`src/rtl/dma_guard_pkg.sv`:
```
package dma_guard_pkg;
  localparam logic [2:0] REG_CAP     = 3'd0;
  localparam logic [2:0] REG_CTRL    = 3'd1;
  localparam logic [2:0] REG_LO_BASE = 3'd2;
  localparam logic [2:0] REG_LO_LIM  = 3'd3;
  localparam logic [2:0] REG_HI_BASE = 3'd4;
  localparam logic [2:0] REG_HI_LIM  = 3'd5;

  typedef struct packed {
    logic wrLowBase;
    logic wrLowLimit;
    logic wrHighBase;
    logic wrHighLimit;
  } regStrobe_t;
endpackage

```
`src/rtl/dma_guard_ctrl.sv`:
```
module dma_guard_ctrl
  import dma_guard_pkg::*;
#(
  parameter int EN_DELAY = 4
) (
  input  logic       clk,
  input  logic       rstN,
  input  logic       regWrEn,
  input  logic [2:0] regAddr,
  input  logic       wrReqBit,
  output regStrobe_t strobe,
  output logic       reqOn,
  output logic       statusOn
);
  localparam int CNT_W = $clog2(EN_DELAY + 1);
  localparam logic [CNT_W-1:0] CNT_LAST = CNT_W'(EN_DELAY - 1);

  logic [CNT_W-1:0] delayCnt;
  logic             reqQ;
  logic             statQ;
  logic             ctrlWr;

  always_comb begin
    ctrlWr             = regWrEn && (regAddr == REG_CTRL);
    strobe.wrLowBase   = regWrEn && (regAddr == REG_LO_BASE);
    strobe.wrLowLimit  = regWrEn && (regAddr == REG_LO_LIM);
    strobe.wrHighBase  = regWrEn && (regAddr == REG_HI_BASE);
    strobe.wrHighLimit = regWrEn && (regAddr == REG_HI_LIM);
  end

  always_ff @(posedge clk) begin
    if (!rstN) begin
      reqQ     <= 1'b0;
      statQ    <= 1'b0;
      delayCnt <= '0;
    end else begin
      if (ctrlWr) reqQ <= wrReqBit;
      if (ctrlWr && (wrReqBit != reqQ)) begin
        delayCnt <= '0;
      end else if (reqQ != statQ) begin
        if (delayCnt == CNT_LAST) begin
          statQ    <= reqQ;
          delayCnt <= '0;
        end else begin
          delayCnt <= delayCnt + 1'b1;
        end
      end else begin
        delayCnt <= '0;
      end
    end
  end

  assign reqOn    = reqQ;
  assign statusOn = statQ;
endmodule

```
`src/rtl/dma_guard_range.sv`:
```
module dma_guard_range #(
  parameter int W     = 32,
  parameter int ALIGN = 21
) (
  input  logic         clk,
  input  logic         rstN,
  input  logic         wrBase,
  input  logic         wrLimit,
  input  logic [W-1:0] wrData,
  input  logic [W-1:0] addr,
  output logic [W-1:0] baseRd,
  output logic [W-1:0] limitRd,
  output logic         hit
);
  localparam int HI_W = W - ALIGN;

  logic [HI_W-1:0] baseQ;
  logic [HI_W-1:0] limitQ;
  logic [W-1:0]    baseEff;
  logic [W-1:0]    limitEff;
  logic            emptyWin;

  always_ff @(posedge clk) begin
    if (!rstN) begin
      baseQ  <= '1;
      limitQ <= '0;
    end else begin
      if (wrBase)  baseQ  <= wrData[W-1:ALIGN];
      if (wrLimit) limitQ <= wrData[W-1:ALIGN];
    end
  end

  always_comb begin
    emptyWin = (&baseQ) && (&limitQ);
    baseEff  = emptyWin ? '1 : {baseQ, {ALIGN{1'b0}}};
    limitEff = {limitQ, {ALIGN{1'b1}}};
    hit      = (addr >= baseEff) && (addr <= limitEff);
    baseRd   = {baseQ, {ALIGN{1'b0}}};
    limitRd  = limitEff;
  end
endmodule

```
`src/rtl/dma_guard_datapath.sv`:
```
module dma_guard_datapath
  import dma_guard_pkg::*;
#(
  parameter int ADDR_W     = 39,
  parameter int LOW_ALIGN  = 21,
  parameter int HIGH_ALIGN = 21
) (
  input  logic              clk,
  input  logic              rstN,
  input  regStrobe_t        strobe,
  input  logic [ADDR_W-1:0] wrData,
  input  logic              statusOn,
  input  logic              dmaValid,
  input  logic [ADDR_W-1:0] dmaAddr,
  output logic [63:0]       lowBaseRd,
  output logic [63:0]       lowLimitRd,
  output logic [63:0]       highBaseRd,
  output logic [63:0]       highLimitRd,
  output logic              respValid,
  output logic              respBlock
);
  localparam int LOW_W = 32;
  localparam int PAD_W = 64 - ADDR_W;

  logic [LOW_W-1:0]  loBase, loLimit;
  logic [ADDR_W-1:0] hiBase, hiLimit;
  logic              loHit, hiHit, below4g, anyHit;

  dma_guard_range #(.W(LOW_W), .ALIGN(LOW_ALIGN)) lowWin_i (
    .clk(clk), .rstN(rstN),
    .wrBase(strobe.wrLowBase), .wrLimit(strobe.wrLowLimit),
    .wrData(wrData[LOW_W-1:0]), .addr(dmaAddr[LOW_W-1:0]),
    .baseRd(loBase), .limitRd(loLimit), .hit(loHit)
  );

  dma_guard_range #(.W(ADDR_W), .ALIGN(HIGH_ALIGN)) highWin_i (
    .clk(clk), .rstN(rstN),
    .wrBase(strobe.wrHighBase), .wrLimit(strobe.wrHighLimit),
    .wrData(wrData), .addr(dmaAddr),
    .baseRd(hiBase), .limitRd(hiLimit), .hit(hiHit)
  );

  always_comb begin
    below4g     = ~|dmaAddr[ADDR_W-1:LOW_W];
    anyHit      = (loHit && below4g) || hiHit;
    lowBaseRd   = {32'b0, loBase};
    lowLimitRd  = {32'b0, loLimit};
    highBaseRd  = {{PAD_W{1'b1}}, hiBase};
    highLimitRd = {{PAD_W{1'b1}}, hiLimit};
  end

  always_ff @(posedge clk) begin
    if (!rstN) begin
      respValid <= 1'b0;
      respBlock <= 1'b0;
    end else begin
      respValid <= dmaValid;
      respBlock <= dmaValid && statusOn && anyHit;
    end
  end
endmodule

```
`src/rtl/dma_range_guard.sv`:
```
module dma_range_guard
  import dma_guard_pkg::*;
#(
  parameter int ADDR_W     = 39,
  parameter int LOW_ALIGN  = 21,
  parameter int HIGH_ALIGN = 21,
  parameter int EN_DELAY   = 4
) (
  input  logic              clk,
  input  logic              rstN,
  input  logic              regWrEn,
  input  logic [2:0]        regAddr,
  input  logic [63:0]       regWrData,
  output logic [63:0]       regRdData,
  input  logic              dmaValid,
  input  logic [ADDR_W-1:0] dmaAddr,
  output logic              dmaRespValid,
  output logic              dmaBlock
);
  regStrobe_t  strobe;
  logic        reqOn, statusOn;
  logic [63:0] lowBaseRd, lowLimitRd, highBaseRd, highLimitRd;
  logic        unusedWrBits;

  assign unusedWrBits = ^regWrData[63:ADDR_W];

  dma_guard_ctrl #(.EN_DELAY(EN_DELAY)) ctrl_i (
    .clk(clk), .rstN(rstN), .regWrEn(regWrEn), .regAddr(regAddr),
    .wrReqBit(regWrData[31]), .strobe(strobe),
    .reqOn(reqOn), .statusOn(statusOn)
  );

  dma_guard_datapath #(
    .ADDR_W(ADDR_W), .LOW_ALIGN(LOW_ALIGN), .HIGH_ALIGN(HIGH_ALIGN)
  ) dp_i (
    .clk(clk), .rstN(rstN), .strobe(strobe),
    .wrData(regWrData[ADDR_W-1:0]), .statusOn(statusOn),
    .dmaValid(dmaValid), .dmaAddr(dmaAddr),
    .lowBaseRd(lowBaseRd), .lowLimitRd(lowLimitRd),
    .highBaseRd(highBaseRd), .highLimitRd(highLimitRd),
    .respValid(dmaRespValid), .respBlock(dmaBlock)
  );

  always_comb begin
    case (regAddr)
      REG_CAP:     regRdData = 64'h3;
      REG_CTRL:    regRdData = {32'b0, reqOn, 30'b0, statusOn};
      REG_LO_BASE: regRdData = lowBaseRd;
      REG_LO_LIM:  regRdData = lowLimitRd;
      REG_HI_BASE: regRdData = highBaseRd;
      REG_HI_LIM:  regRdData = highLimitRd;
      default:     regRdData = 64'b0;
    endcase
  end
endmodule

```
`config.mk`:
```
export PLATFORM = sky130hd
export DESIGN_NAME = dma_range_guard
export DESIGN_NICKNAME = d
export VERILOG_FILES = /design/src/rtl/dma_guard_pkg.sv /design/src/rtl/dma_guard_ctrl.sv /design/src/rtl/dma_guard_range.sv /design/src/rtl/dma_guard_datapath.sv /design/src/rtl/dma_range_guard.sv
export SDC_FILE = /design/constraint.sdc
export NUM_CORES = 1
export LEC_CHECK = 0
export ABC_AREA = 1
export ABC_CLOCK_PERIOD_IN_PS = 3700
export BUFFER_PORTS_ARGS = -buffer_cell sky130_fd_sc_hd__buf_2
export CAP_MARGIN = 20
export CORE_ASPECT_RATIO = 0.7
export CORE_MARGIN = 1
export CORE_UTILIZATION = 53
export CTS_BUF_LIST = sky130_fd_sc_hd__clkbuf_16
export DETAILED_ROUTE_END_ITERATION = 16
export HOLD_SLACK_MARGIN = 0.12
export PLACE_DENSITY = 0.87
export SYNTH_ARGS = -nofsm -noshare
export SYNTH_HDL_FRONTEND = slang
export SYNTH_SLANG_ARGS = --single-unit
```
`constraint.sdc`:
```
create_clock -name clk -period 3.7 [get_ports clk]
set_clock_uncertainty 0.2 [all_clocks]
set_input_delay 0.74 -clock clk [delete_from_list [all_inputs] [get_ports clk]]
set_output_delay 0.74 -clock clk [all_outputs]
set_load 0.01 [all_outputs]
```
**Yosys cells after proc, flatten, opt, wreduce, memory -nomap -nowiden**

Cells that the tools add are included.

- Register bits: 65
- Output and inout bits: 66
- Word-level logic and storage cells: 51

- $add $sub $neg: 1
- Order comparisons: 4
- Equal/unequal tests: 8
- Muxes and demuxes: 3
- Bitwise gates (word level): 3
- Reduce and logical (&&, ||, !) cells: 23

Operator list:

| kind | count |
|---|---|
| 64-bit case mux with 6 select lines | 1 |
| 39-bit greater-or-equal comparator | 1 |
| 39-bit less-or-equal comparator | 1 |
| 39-bit 2-to-1 mux | 1 |
| 18-bit AND reduction | 2 |
| 32-bit greater-or-equal comparator | 1 |
| 32-bit less-or-equal comparator | 1 |
| 32-bit 2-to-1 mux | 1 |
| 11-bit AND reduction | 2 |
| 1-bit logical AND | 13 |
| 3-bit by 2-bit equality test with 1-bit output, second input constant | 3 |
| 7-bit OR reduction | 1 |
| 3-bit equality test, second input constant | 2 |
| 4-bit OR reduction | 1 |
| 3-bit by 1-bit adder with 3-bit output, second input constant | 1 |
| 3-bit by 1-bit equality test with 1-bit output, second input constant | 1 |
| 3-bit zero test | 1 |
| 1-bit NOT | 3 |
| 3-bit AND reduction | 1 |
| 1-bit inequality test | 2 |
| 1-bit zero test | 1 |
| 1-bit logical OR | 1 |

**Logic depth before layout (Yosys ltp)**

- Depth after elaboration: 8
- Gate-level depth with buffers: 18
- Mapped depth without buffers: 18

**Cells and area by module**

A second synthesis with hierarchy kept.

- Cells, all modules: 1368
- Area total of the unflattened synthesis: 9137.5 µm²

Modules (own cells, without submodules):

| module | times used | cells each | area each (µm²) | seq. area each (µm²) |
|---|---|---|---|---|
| dma_guard_range (dp_i.highWin_i) | 1 | 483 | 3293.2 | 720.7 |
| dma_range_guard | 1 | 404 | 2337.2 | 0.0 |
| dma_guard_range (dp_i.lowWin_i) | 1 | 305 | 2244.7 | 440.4 |
| dma_guard_datapath | 1 | 137 | 979.7 | 40.0 |
| dma_guard_ctrl | 1 | 39 | 282.8 | 100.1 |

**Worst setup path before layout**

No wires, ideal clock.

- Kind: in2out
- From: input port regAddr[1]
- To: output port regRdData[40]
- Data arrival time: 2.001 ns
- Slack: 0.759 ns
- Cell stages on the path: 6
- Cells stage by stage: nor2_1 -> nand2_1 -> buf_2 -> buf_2 -> nand2_1 -> buf_4

- Longest elaborated chain between the ends: 2

Ends and longest elaborated chain:

| what | line | text |
|---|---|---|
| start: declaration | dma_range_guard.sv:12 | `input logic [2:0] regAddr,` |
| 3-bit equality test (tied with other cells) | dma_range_guard.sv:45 | `case (regAddr)` |
| 64-bit case mux with 6 select lines (*) | dma_range_guard.sv:45 |  |
| end: declaration | dma_range_guard.sv:14 | `output logic [63:0] regRdData,` |

Every way passes the cells marked *; elsewhere a longest branch is shown, timed or not.

**Worst setup path in the final report**

- From: input port regAddr[1]
- To: output port regRdData[52]

The elaborated chain is that of the path after synthesis.

==> results by group <==
Floorplanning
  • Die area: 11100 um^2
  • Core area: 10400 um^2
  • I/O pins: 176
  • Starting Density: 0.547
  • Die W: 126 um
  • Die height: 88.6 um
  • Row cnt: 31

Finish
  • Layout cells sized above 1: 0.179
  • Sequential Area: 1300 um^2
  • Multi-input logic area: 3550 um^2
  • Area delta synth->final: 12.8%
  • Fill cells: 911
  • Diode count: 0
  • Nets: 1101

Power
  • Pleak: 3.32 nW
  • Clock Power Share: 0.407
  • Total power: 1.99 mW
  • Power Dens Cells: 311 nW/um^2
  • Psw: 0.595 mW
  • Flop pwr share: 0.371
  • Max VDD drop: 0.252 mV
  • Sw Ratio: 0.298
  • Logic pwr share: 0.222
  • Int Pwr: 1.40 mW

Detailed routing
  • Initial drt markers: 518
  • Drt total wl: 15600 um
  • Detail Route Antenna Nets: 0
  • Via count: 5774
  • Via count normalized by instance count: 5.63
  • DR DRC count: 0
  • Drt first pass iters: 7
  • Routed len/inst: 15.2 um

CTS
  • CTS H-tree depth: 3
  • TritonCTS clock tree: yes
  • Post-CTS Setup Bufs: 0
  • Clock transition at path regs: 0.05 ns
  • CTS Buffer Depth: 2
  • Clock root buffer: clkbuf_16
  • Post-CTS Resized: 0
  • CTS sink count: 65
  • Post-CTS Hold Buffers: 0
  • Clk_lat worst skew: 0.33 ns
  • Number of buffers created by CTS: 9

Timing
  • Max-slew headroom: 0.397
  • Fin. Hold Viols: 0
  • Final Cycle Share: 0.934
  • Worst-Margin Slew: 0.903 ns
  • Min Clock Period, post-route: 3.45 ns
  • Sum Neg Setup Slack: 0 ns
  • Slew Viols, Final: 0
  • # setup viols final: 0
  • RSZ-0062 raised after global routing: false
  • Fmax: 0.289 GHz

Synthesis
  • Syn_nets: 1019
  • Synth area leaders: dfxtp_1 23%, ha_1 22%, nand2_1 12%
  • Post-synth EDFFs: 0
  • Top cell type's share of synthesized area: 0.229
  • Top_reg_cell synth: dfxtp_1
  • Synth cell count leaders: 182 x nand2_1, 103 x inv_1, 102 x ha_1
  • #FFs+latches synth: 65
  • Syn avg cell area: 7.04 um^2
  • Synth area leader: dfxtp_1
  • Synth unique cells: 32
  • Synthesized instance count: 807
  • Netlist Area Pre-Place: 5680 um^2
  • Most numerous cell in the Yosys netlist: nand2_1
  • Post-synth ARST share: 0
  • Synth warnings: 0
  • Seq/Total Area, Yosys: 0.229

Status
  • Status: finished, final reports clean

GRT
  • Vias in the first global route: 5018
  • Total gr overflow: 0
  • GRT Total Usage: 0.283
  • Pin count of the biggest net entering global routing: 38
  • First-pass GRT wire length: 24700 um
  • Initial antenna violation count: 0

Min path
  • Worst min-delay path class: reg2reg

Worst setup path
  • Setup slack, reg-to-reg: 0.59 ns
  • Crit start category: primary input
  • Top Family by Delay on Critical Path: buffers and inverters
  • Worst Setup End Kind: output port
  • CP Buf/Inv Count: 4
  • Crit-path cells: buf_2 > inv_1 > nand2_1 > nor2_2 > inv_1 > nand2_1 > buf_2
  • Crit Path Class: in2out
  • Crit path largest cell delay: 0.60 ns
  • Critical path fanouts, max: 25
  • WP data required: 2.76 ns
  • Max stage delay cell, worst path: inv_1
  • Critical Path AT: 2.51 ns

Placed design
  • Detailed placement HPWL: 12100 um
  • IO buf count: 129
  • GP Congestion: 0.900

Job
  • Max-cap violations: 0
## stage by stage
stage / hold slack (ns) / cells / setup WS [ns] / area [um^2] / util
floorplan: 0.199 / 807 / 0.759 / 5680 / -
global placement: 0.212 / 1009 / 0.405 / 6120 / 0.588
detailed placement: 0.210 / 1009 / 0.287 / 6120 / 0.588
CTS: 0.224 / 1024 / 0.288 / 6390 / 0.615
global route: 0.240 / 1025 / 0.0397 / 6410 / 0.616
finish: 0.225 / 1025 / 0.246 / 6410 / 0.616
## layout by cell type, fill, tap and decap left out, drive strengths merged
cell	n
nand2	182
buf	136
inv	109
ha	102
a21oi	71
dfxtp	65
nor2	53
o21ai	39
o211ai	31
nand3	19
nand4	17
a22oi	10
o221ai	10
clkbuf	9
o22ai	8
nor3	8
nor4	6
a21o	4
clkinv	4
o21a	2
a221oi	1
a211oi	1
or2	1
and3	1
and2	1
nand3b	1
a311oi	1
bufinv	1
## per-layer routing
metal / vias to the layer above / GRT usage / share of wire
met2: 312 / 0.440 / 0.43
met4: 0 / 0.0789 / 0.013
met3: 24 / 0.0707 / 0.11
met5: - / 0 / 0
met1: 2570 / 0.391 / 0.46
li1: 2868 / - / -
## registers in the layout (all words and copies together) (netlist names)
name / count
dp_i.respValid: 1
dp_i.highWin_i.baseQ: 18
dp_i.lowWin_i.baseQ: 11
ctrl_i.delayCnt: 3
ctrl_i.reqOn: 1
dp_i.highWin_i.limitQ: 18
dp_i.lowWin_i.limitQ: 11
ctrl_i.statusOn: 1
dp_i.respBlock: 1
## final cells by class
type / count / share of cell area
inverters: 108 / 0.0633
clock inverters: 6 / 0.00801
clock buffers: 9 / 0.0351
multi-input cells: 569 / 0.555
repair buffers: 136 / 0.110
flip-flops and latches: 65 / 0.203
well taps: 132 / 0.0258
## power groups by stage
stage	clock network (mW)	logic (mW)	registers, mW
5_1_grt	0.843	0.499	0.742
3_3_place_gp	0	0.416	0.753
3_5_place_dp	0	0.429	0.754
2_1_floorplan	0	0.301	0.749
6_report	0.812	0.442	0.740
4_1_cts	0.814	0.433	0.739
## worst paths after layout
| path | start | end | cells after the start |
|---|---|---|---|
| setup / recovery | regAddr[1] | regRdData[52] | 7 |
| hold / removal | ctrl_i.delayCnt[0]$_SDFF_PP0_ | ctrl_i.delayCnt[0]$_SDFF_PP0_ | 1 |
| setup reg to reg | dp_i.lowWin_i.limitQ[4]$_SDFFE_PN0P_ | dp_i.respBlock$_SDFF_PN0_ | 18 |
| hold reg to reg | ctrl_i.delayCnt[0]$_SDFF_PP0_ | ctrl_i.delayCnt[0]$_SDFF_PP0_ | 1 |
## kinds of logic (layout without fill, tap and decap cells)
family / count (synthesis) / count (layout) / synth area share
flip-flops: 65 / 65 / 0.229
AO/OA/AOI/OAI: 178 / 178 / 0.188
adder cells (fa/ha/maj): 102 / 102 / 0.225
buffers and inverters: 173 / 259 / 0.146
AND/OR/NAND/NOR: 289 / 289 / 0.213
Power figures use the tool's default switching activity.
